## src/rtl/quad_rgb_pkg.sv

```systemverilog
package quad_rgb_pkg;
   typedef logic [15:0] half_t;
   localparam int HALF_MW   = 10;
   localparam int HALF_EW   = 5;
   localparam int HALF_BIAS = 15;
   localparam int HALF_EMAX = 31;
   localparam int NCHAN     = 3;
endpackage

```

## src/rtl/chroma_green.sv

```systemverilog
module chroma_green #(
   parameter int CW = 7
) (
   input  logic [CW-1:0] red,
   input  logic [CW-1:0] blue,
   output logic [CW:0]   green
);
   localparam logic [CW:0] ONE = {1'b1, {CW{1'b0}}};

   logic [CW:0] total;

   assign total = {1'b0, red} + {1'b0, blue};
   assign green = (total >= ONE) ? '0 : (ONE - total);
endmodule

```

## src/rtl/fix_to_half.sv

```systemverilog
module fix_to_half
   import quad_rgb_pkg::*;
#(
   parameter int CW = 7
) (
   input  logic [CW:0] frac,
   output half_t       h
);
   localparam int PW = (CW + 1 > 1) ? $clog2(CW + 1) : 1;

   logic [PW-1:0]      lead;
   logic [HALF_MW:0]   shifted;
   logic [HALF_EW:0]   expo;

   always_comb begin
      lead = '0;
      for (int i = 0; i <= CW; i++) begin
         if (frac[i]) lead = PW'(i);
      end
      shifted = (HALF_MW + 1)'(frac) << (HALF_MW - int'(lead));
      expo    = (HALF_EW + 1)'(int'(lead) + HALF_BIAS - CW);
      if (frac == '0) h = '0;
      else            h = {1'b0, expo[HALF_EW-1:0], shifted[HALF_MW-1:0]};
   end
endmodule

```

## src/rtl/half_mul_trunc.sv

```systemverilog
module half_mul_trunc
   import quad_rgb_pkg::*;
(
   input  half_t a,
   input  half_t b,
   output half_t p
);
   localparam int PRW = 2 * (HALF_MW + 1);

   logic [PRW-1:0] prod;
   logic [HALF_EW-1:0] ea, eb;
   int e_res;

   always_comb begin
      ea    = a[HALF_MW +: HALF_EW];
      eb    = b[HALF_MW +: HALF_EW];
      prod  = PRW'({1'b1, a[HALF_MW-1:0]}) * PRW'({1'b1, b[HALF_MW-1:0]});
      e_res = int'(ea) + int'(eb) - HALF_BIAS + int'(prod[PRW-1]);
      if (ea == '0 || eb == '0 || e_res <= 0)
         p = '0;
      else if (e_res >= HALF_EMAX)
         p = {1'b0, {(HALF_EW-1){1'b1}}, 1'b0, {HALF_MW{1'b1}}};
      else if (prod[PRW-1])
         p = {1'b0, e_res[HALF_EW-1:0], prod[PRW-2 -: HALF_MW]};
      else
         p = {1'b0, e_res[HALF_EW-1:0], prod[PRW-3 -: HALF_MW]};
   end
endmodule

```

## src/rtl/quad_rgb_rebuild.sv

```systemverilog
module quad_rgb_rebuild
   import quad_rgb_pkg::*;
#(
   parameter int CW      = 7,
   parameter int NPIX    = 4,
   parameter bit MID_REG = 1'b1
) (
   input  logic                   clk,
   input  logic                   rst_n,
   input  logic                   in_valid,
   input  logic [CW-1:0]          in_red,
   input  logic [CW-1:0]          in_blue,
   input  logic [NPIX*16-1:0]     in_luma,
   output logic                   out_valid,
   output logic [NPIX*48-1:0]     out_rgb
);
   localparam int LAT = MID_REG ? 2 : 1;
   localparam int LW  = NPIX * 16;
   localparam int PXW = NCHAN * 16;
   localparam logic [CW:0] ONE = {1'b1, {CW{1'b0}}};

   if (CW < 1 || CW > HALF_MW) begin : g_bad_cw
      $error("quad_rgb_rebuild: CW must lie in 1..10");
   end
   if (NPIX < 1) begin : g_bad_npix
      $error("quad_rgb_rebuild: NPIX must be at least 1");
   end

   // chrominance fractions, channel 0 red, 1 green, 2 blue
   logic [CW:0] frac [NCHAN];
   half_t       c_h  [NCHAN];
   logic [CW:0] green;

   chroma_green #(.CW(CW)) u_green (
      .red  (in_red),
      .blue (in_blue),
      .green(green)
   );

   assign frac[0] = {1'b0, in_red};
   assign frac[1] = green;
   assign frac[2] = {1'b0, in_blue};

   for (genvar ch = 0; ch < NCHAN; ch++) begin : g_conv
      fix_to_half #(.CW(CW)) u_conv (
         .frac(frac[ch]),
         .h   (c_h[ch])
      );
   end

   // optional register between conversion and multiply
   half_t           c_s [NCHAN];
   logic [LW-1:0]   luma_s;
   logic            v_s;

   if (MID_REG) begin : g_mid
      always_ff @(posedge clk) begin
         if (!rst_n) begin
            v_s    <= 1'b0;
            luma_s <= '0;
            for (int k = 0; k < NCHAN; k++) c_s[k] <= '0;
         end else begin
            v_s    <= in_valid;
            luma_s <= in_luma;
            for (int k = 0; k < NCHAN; k++) c_s[k] <= c_h[k];
         end
      end
   end else begin : g_flat
      always_comb begin
         v_s    = in_valid;
         luma_s = in_luma;
         for (int k = 0; k < NCHAN; k++) c_s[k] = c_h[k];
      end
   end

   half_t prod [NPIX*NCHAN];

   for (genvar px = 0; px < NPIX; px++) begin : g_pix
      for (genvar ch = 0; ch < NCHAN; ch++) begin : g_ch
         half_mul_trunc u_mul (
            .a(c_s[ch]),
            .b(luma_s[px*16 +: 16]),
            .p(prod[px*NCHAN + ch])
         );
      end
   end

   always_ff @(posedge clk) begin
      if (!rst_n) begin
         out_valid <= 1'b0;
         out_rgb   <= '0;
      end else begin
         out_valid <= v_s;
         for (int px = 0; px < NPIX; px++) begin
            for (int ch = 0; ch < NCHAN; ch++) begin
               out_rgb[px*PXW + 16*(NCHAN-1-ch) +: 16] <= prod[px*NCHAN + ch];
            end
         end
      end
   end

   // output valid only when a quad entered LAT edges earlier
   a_r1_valid_latency: assert property (@(posedge clk) disable iff (!rst_n)
      out_valid |-> $past(in_valid, LAT));

   for (genvar px = 0; px < NPIX; px++) begin : g_chk
      // zero-exponent luminance clears the whole pixel
      a_r7_zero_luma: assert property (@(posedge clk) disable iff (!rst_n)
         (out_valid && $past(in_luma[px*16 + HALF_MW +: HALF_EW] == '0, LAT))
         |-> (out_rgb[px*PXW +: PXW] == '0));
      // green is zero when red plus blue reaches one
      a_r3_green_clamp: assert property (@(posedge clk) disable iff (!rst_n)
         (out_valid && $past(({1'b0, in_red} + {1'b0, in_blue}) >= ONE, LAT))
         |-> (out_rgb[px*PXW + 16 +: 16] == '0));
      for (genvar ch = 0; ch < NCHAN; ch++) begin : g_bound
         // a channel never exceeds its pixel luminance
         a_r10_bounded: assert property (@(posedge clk) disable iff (!rst_n)
            out_valid |-> (out_rgb[px*PXW + 16*ch +: 16] <= $past(in_luma[px*16 +: 16], LAT)));
      end
   end
endmodule

```

## config.mk

```make
export PLATFORM = sky130hd
export DESIGN_NAME = quad_rgb_rebuild
export DESIGN_NICKNAME = d
export VERILOG_FILES = /design/src/rtl/quad_rgb_pkg.sv /design/src/rtl/chroma_green.sv /design/src/rtl/fix_to_half.sv /design/src/rtl/half_mul_trunc.sv /design/src/rtl/quad_rgb_rebuild.sv
export SDC_FILE = /design/constraint.sdc
export NUM_CORES = 2
export LEC_CHECK = 0
export BUFFER_PORTS_ARGS = -buffer_cell sky130_fd_sc_hd__buf_4
export CAP_MARGIN = 30
export CORE_MARGIN = 4
export CORE_UTILIZATION = 30
export DETAILED_ROUTE_END_ITERATION = 8
export GPL_TIMING_DRIVEN = 0
export PLACE_DENSITY = 0.48
export SLEW_MARGIN = 0
export SYNTH_ARGS = -nofsm -noshare
export SYNTH_HDL_FRONTEND = slang
export SYNTH_SLANG_ARGS = --single-unit
```

## constraint.sdc

```tcl
create_clock -name clk -period 12.7 [get_ports clk]
set_input_delay 1.27 -clock clk [delete_from_list [all_inputs] [get_ports clk]]
set_output_delay 1.27 -clock clk [all_outputs]
set_load 0.005 [all_outputs]
```

-- Yosys cells after proc, flatten, opt, wreduce, memory -nomap -nowiden
Memory sizes are Yosys's and may differ from the RTL's.
Cells that the tools add are included.
- $add $sub $neg: 47
- multipliers: 12
- order comparisons: 25
- shift-type cells: 3
- mux-type cells: 52
- bitwise operators: 4
- reduce and logical (&&, ||, !) cells: 58
- operators by type and width (operator ; number):
    adder 32 x 2 -> 32 bit ; 12
    >= comparator 32 x 6 -> 1 bit (second input constant) ; 12
    less-or-equal comparator 32 x 1 -> 1 bit (second input constant) ; 12
    subtractor 32 x 5 -> 32 bit (second input constant) ; 12
    2-to-1 mux 15 bit ; 18
    multiplier 11 x 11 -> 22 bit ; 12
    2-to-1 mux 10 bit ; 12
    adder 5 x 5 -> 6 bit ; 12
    << shifter 7 x 32 -> 10 bit ; 2
    OR reduction 3 bit ; 12
    zero test 5 bit ; 7
    << shifter 8 x 32 -> 10 bit ; 1
    2-to-1 mux 3 bit ; 10
    zero test 8 bit ; 3
    logical OR 1 bit ; 24
    OR reduction 2 bit ; 12
    adder 3 x 4 -> 5 bit (second input constant) ; 3
    subtractor 4 x 3 -> 5 bit (first input constant) ; 3
    subtractor 5 x 4 -> 5 bit (second input constant) ; 3
    2-to-1 mux 2 bit ; 6
    adder 7 x 7 -> 8 bit ; 1
    >= comparator 8 bit (second input constant) ; 1
    2-to-1 mux 8 bit ; 1
    subtractor 8 bit (first input constant) ; 1
    3 further kinds ; 9
- flip-flop bits (word level): 245
- memory bits (writable): 45
- bits of input ports: 81
- output and inout bits: 193
- word-level logic and storage cells: 229
- memories: 1
- memories (memory ; depth ; width ; read ports ; clocked after Yosys merged registers in ; write ports ; RTL line ; source):
    c_s ; 3 ; 15 ; 3 ; 0 ; 3 ; quad_rgb_rebuild.sv:52 ; half_t c_s [NCHAN];

-- Logic depth before layout (Yosys ltp)
- word-level depth: 14
- gate-level depth with buffers: 36
- mapped depth without buffers: 34

-- Cells and area by module
From an unflattened synthesis, not the netlist that was laid out.
- cell total of the unflattened synthesis: 7719
- area total of the unflattened synthesis: 66067.1 sq um
- modules (own cells, without submodules) (module ; times used ; cells an instance ; area an instance (sq um)):
    half_mul_trunc (g_pix[1].g_ch[2].u_mul ...) ; 4 ; 557 ; 4620.7
    half_mul_trunc (g_pix[0].g_ch[0].u_mul ...) ; 4 ; 561 ; 4614.4
    quad_rgb_rebuild ; 1 ; 646 ; 8205.4
    half_mul_trunc (g_pix[3].g_ch[1].u_mul) ; 1 ; 577 ; 4803.4
    half_mul_trunc (g_pix[3].g_ch[2].u_mul) ; 1 ; 547 ; 4678.2
    half_mul_trunc (g_pix[1].g_ch[1].u_mul) ; 1 ; 558 ; 4585.6
    half_mul_trunc (g_pix[3].g_ch[0].u_mul) ; 1 ; 538 ; 4438.0
    fix_to_half ; 3 ; 107 ; 654.4
    chroma_green ; 1 ; 60 ; 452.9

-- Worst setup path before layout
Ideal clock, no wire load.
- path kind: register to register
- from: memory c_s[0][1] (netlist name)
- to: register out_rgb[185]
- library setup time: 132 ps
- arrival: 8070 ps
- data required time: 12568 ps
- setup slack: 4498 ps
- cell stages (with the launch flop): 34
- clock period less this slack: 8202 ps
- path through: dfxtp_1 > buf_2 > inv_1 > clkbuf_1 > nor2_1 > fa_1 > inv_1 > fa_1 > inv_1 > fa_1 > fa_1 > inv_1 > fa_1 > inv_1 > ha_1 > nand2_1 > o21ai_0 > a221oi_1 > o21ai_1 > a21oi_1 > o21bai_1 > xor2_1 > inv_2 > ha_1 > nor2b_1 > a31oi_1 > ha_1 > inv_1 > a311oi_1 > a21oi_1 > a31oi_1 > inv_1 > a2111oi_0 > nor4_1
- RTL lines (what ; RTL line ; source):
    start: declaration ; quad_rgb_rebuild.sv:52 ;
    end signal: indexed assignment ; quad_rgb_rebuild.sv:96 ; out_rgb[px*PXW + 16*(NCHAN-1-ch) +: 16] <= prod[px*NCHAN + ch];
    end: declaration ; quad_rgb_rebuild.sv:15 ; output logic [NPIX*48-1:0] out_rgb

==> results by group <==
Run
  • Max Cap Viol: 0

Synth
  • EDFF count, synth: 0
  • Register area share after synthesis: 9.82%
  • Mapped Area: 0.0579 sq mm
  • Yosys warns: 0
  • Synthesized flop and latch total: 284
  • Synth Instances: 6677
  • Asr flop ratio synth: 0%
  • Primary FF master, synth: dfxtp_1
  • Netlist cell types: 101
  • Syn avg cell area: 8.67 sq um

Die
  • Row cnt: 160
  • Die area: 0.200 sq mm
  • DIE WIDTH: 447 microns
  • Io pins: 274
  • Initial Util: 30.3%
  • Die Ht: 447 microns
  • CORE AREA: 0.191 sq mm

Setup path
  • Crit path largest cell delay: 0.83 ns
  • Crit path max-delay family: compound AO/OA/AOI/OAI gates
  • Crit path DAT: 11.26 ns
  • Startpoint Class: register
  • Crit end category: register
  • CP Class: reg2reg
  • Crit path max-delay cell type: clkbuf_1
  • Worst Path Buf+Inv: 9
  • WP data required: 13.18 ns
  • CP Max Fanout: 10

Layout
  • Multi-input gate area: 0.0458 sq mm
  • Synth-to-layout area growth: 14.7%
  • Nets: 8913
  • Register area: 0.00569 sq mm
  • Share of layout cells above drive strength 1: 7.70%
  • Final core occ: 34.8%
  • Post-route cell area: 0.0664 sq mm
  • Commonest cells after routing, fill and taps aside: 1392 x inv_1, 961 x fa_1, 789 x nand2_1, 767 x ha_1, 520 x and2_1
  • Cell Count, Final, Fillers Out: 9680
  • Commonest non-fill, non-tap cell in the layout: inv_1
  • Fillers: 20100

Power
  • PD cells: 84.6 mW/mm^2
  • Internal power: 2.94 mW
  • Switch share: 47.7%
  • Clock power frac: 20.5%
  • VDD IR max: 0.0000835 V
  • Leakage Power: 34.2 nW
  • Seq pwr share: 19.2%
  • Net Switching: 2.68 mW
  • Gate power share: 60.3%

Clock tree
  • Post-CTS setup buffers: 0
  • Number of buffers created by CTS: 38
  • Longest Clk Path Bufs: 3
  • Post-CTS resize count: 0
  • Htree depth: 2
  • Clock-pin slew on the worst setup and hold paths: 0.06 ns
  • CTS tree: done
  • Clock sink total: 284
  • CTS root buf: clkbuf_16
  • Post-CTS Hold Buffers: 0
  • Clk_lat worst skew: 0.64 ns

Placed design
  • Placed Cells: 9571
  • Port Buffers: 257
  • Post-place instance area: 0.0649 sq mm
  • Gp weighted congestion: 0.952
  • Final HPWL DP: 193000 microns

Global route
  • Grt ovf: 0
  • Initial antenna violation count: 26
  • Vias in the first global route: 48700
  • First-pass GRT wire length: 332000 microns
  • Pin count of the biggest net entering global routing: 14
  • Tot GR Track Use: 22.9%

Detailed routing
  • Routed WL: 229000 microns
  • Post-route DRC: 0
  • Number of DRC markers in iteration 0: 3278
  • Avg WL per Cell: 23.7 microns
  • TritonRoute pass-1 iters: 6
  • Via Count: 47600
  • Post-DRT Antenna Nets: 0
  • Vias per cell: 4.92

Timing
  • Relative slew slack: 24.9%
  • RSZ-0062 raised after global routing: no
  • Maximum operating frequency: 0.0928 GHz
  • Fin crit share: 84.8%
  • Endpoints failing setup: 0
  • TNS Setup: 0 ns
  • Slew Limit Fails: 0
  • Slew @ Worst Pin: 1.13 ns
  • Hold Vio Cnt, Final: 0
  • Final min period: 10.77 ns
  • Final Skew: 0.0218 ns

Hold path
  • Hold Crit Class: reg2reg

Run status
  • Status: complete, no violations
## cells in the mapped netlist (30+ instances only)
master    instances  area share, %
nand2_1         789            5.1
fa_1            961             33
clkbuf_1        266            1.7
a21o_1           82            1.1
nor2_1          287            1.9
a21oi_1         237            2.0
a31oi_1          30           0.32
a211oi_1         48           0.62
nand3_1          64           0.55
and2_1          520            5.6
ha_1            767             17
inv_1          1392            9.0
nor3_1           77           0.67
nor2b_1          32           0.35
mux2i_1          41           0.71
xor2_1           66            1.0
o21ai_0          88           0.76
dfxtp_1         284            9.8
xnor2_1         148            2.2
and3_1           39           0.42
## power by group through the flow
stage | sequential [mW] | combinational, mW | clock [mW]
2_1_floorplan | 1.05 | 2.16 | 0
3_3_place_gp | 1.14 | 3.19 | 0
3_5_place_dp | 1.10 | 3.35 | 0
4_1_cts | 1.08 | 3.39 | 1.21
5_1_grt | 1.09 | 3.78 | 1.23
6_report | 1.08 | 3.39 | 1.15
## worst reg2reg max path: cells and delay by family, from the launching register on
kind            cells  cell delay, ns
compound gates     12            3.88
xor+xnor            1            0.38
fa+ha+maj           8            3.23
buf+inv             9            2.25
flops               1            0.30
simple gates        3            0.56
## final timing paths
kind | slack [ns] | cells after the start | startpoint | to
setup reg to reg | 1.93 | 33 | c_s[0][4]$_SDFF_PP0_ | out_rgb[185]$_SDFF_PP0_
hold reg to reg | 0.46 | 1 | v_s$_SDFF_PN0_ | out_valid$_SDFF_PN0_
setup / recovery | 1.93 | 33 | c_s[0][4]$_SDFF_PP0_ | out_rgb[185]$_SDFF_PP0_
hold / removal | 0.46 | 1 | v_s$_SDFF_PN0_ | out_valid$_SDFF_PN0_
## logic make-up (layout without fill, tap and decap cells)
family	count (synthesis)	after routing	synth area share (%)
DFF	284	284	9.82
AOI/OAI and AO/OA	745	745	8.68
xor gates and xnor gates	216	216	3.29
buffers and inverters	1696	2141	11.1
muxes	50	50	0.884
other	1	48	0.00648
adders and majority gates	1728	1728	49.8
and+or+nand+nor	1957	1957	16.4
## flip-flops by register name (all words and copies together), names as in the netlist
signal and count:
out_rgb 180, v_s 1, c_s 42, luma_s 60, out_valid 1
## metal layers
layer	vias up	routed length [microns]	global-route usage [%]
met1	24000	97700	30.2
met5	-	0	0
li1	21600	-	-
met4	0	12700	10.5
met2	1649	102000	36.2
met3	335	17000	4.52
## stage by stage
step	power (mW)	setup WS, ns	hold WS [ns]
finish	5.62	1.93	0.456
global route	6.10	1.29	0.467
CTS	5.68	1.96	0.458
detailed placement	4.45	2.00	0.435
global placement	4.33	1.10	0.440
floorplan	3.21	4.50	0.412
## layout make-up
type | count | area share, %
clock buffer | 52 | 1.71
antenna | 36 | 0.136
tap | 2511 | 4.73
timing repair buffer | 376 | 5.85
sequential | 284 | 8.56
multi-input combinational | 4708 | 69.0
buffer | 290 | 1.78
inverter | 1406 | 7.95
clock inverter | 17 | 0.288
Note: power is estimated with default switching activity, not from simulation.
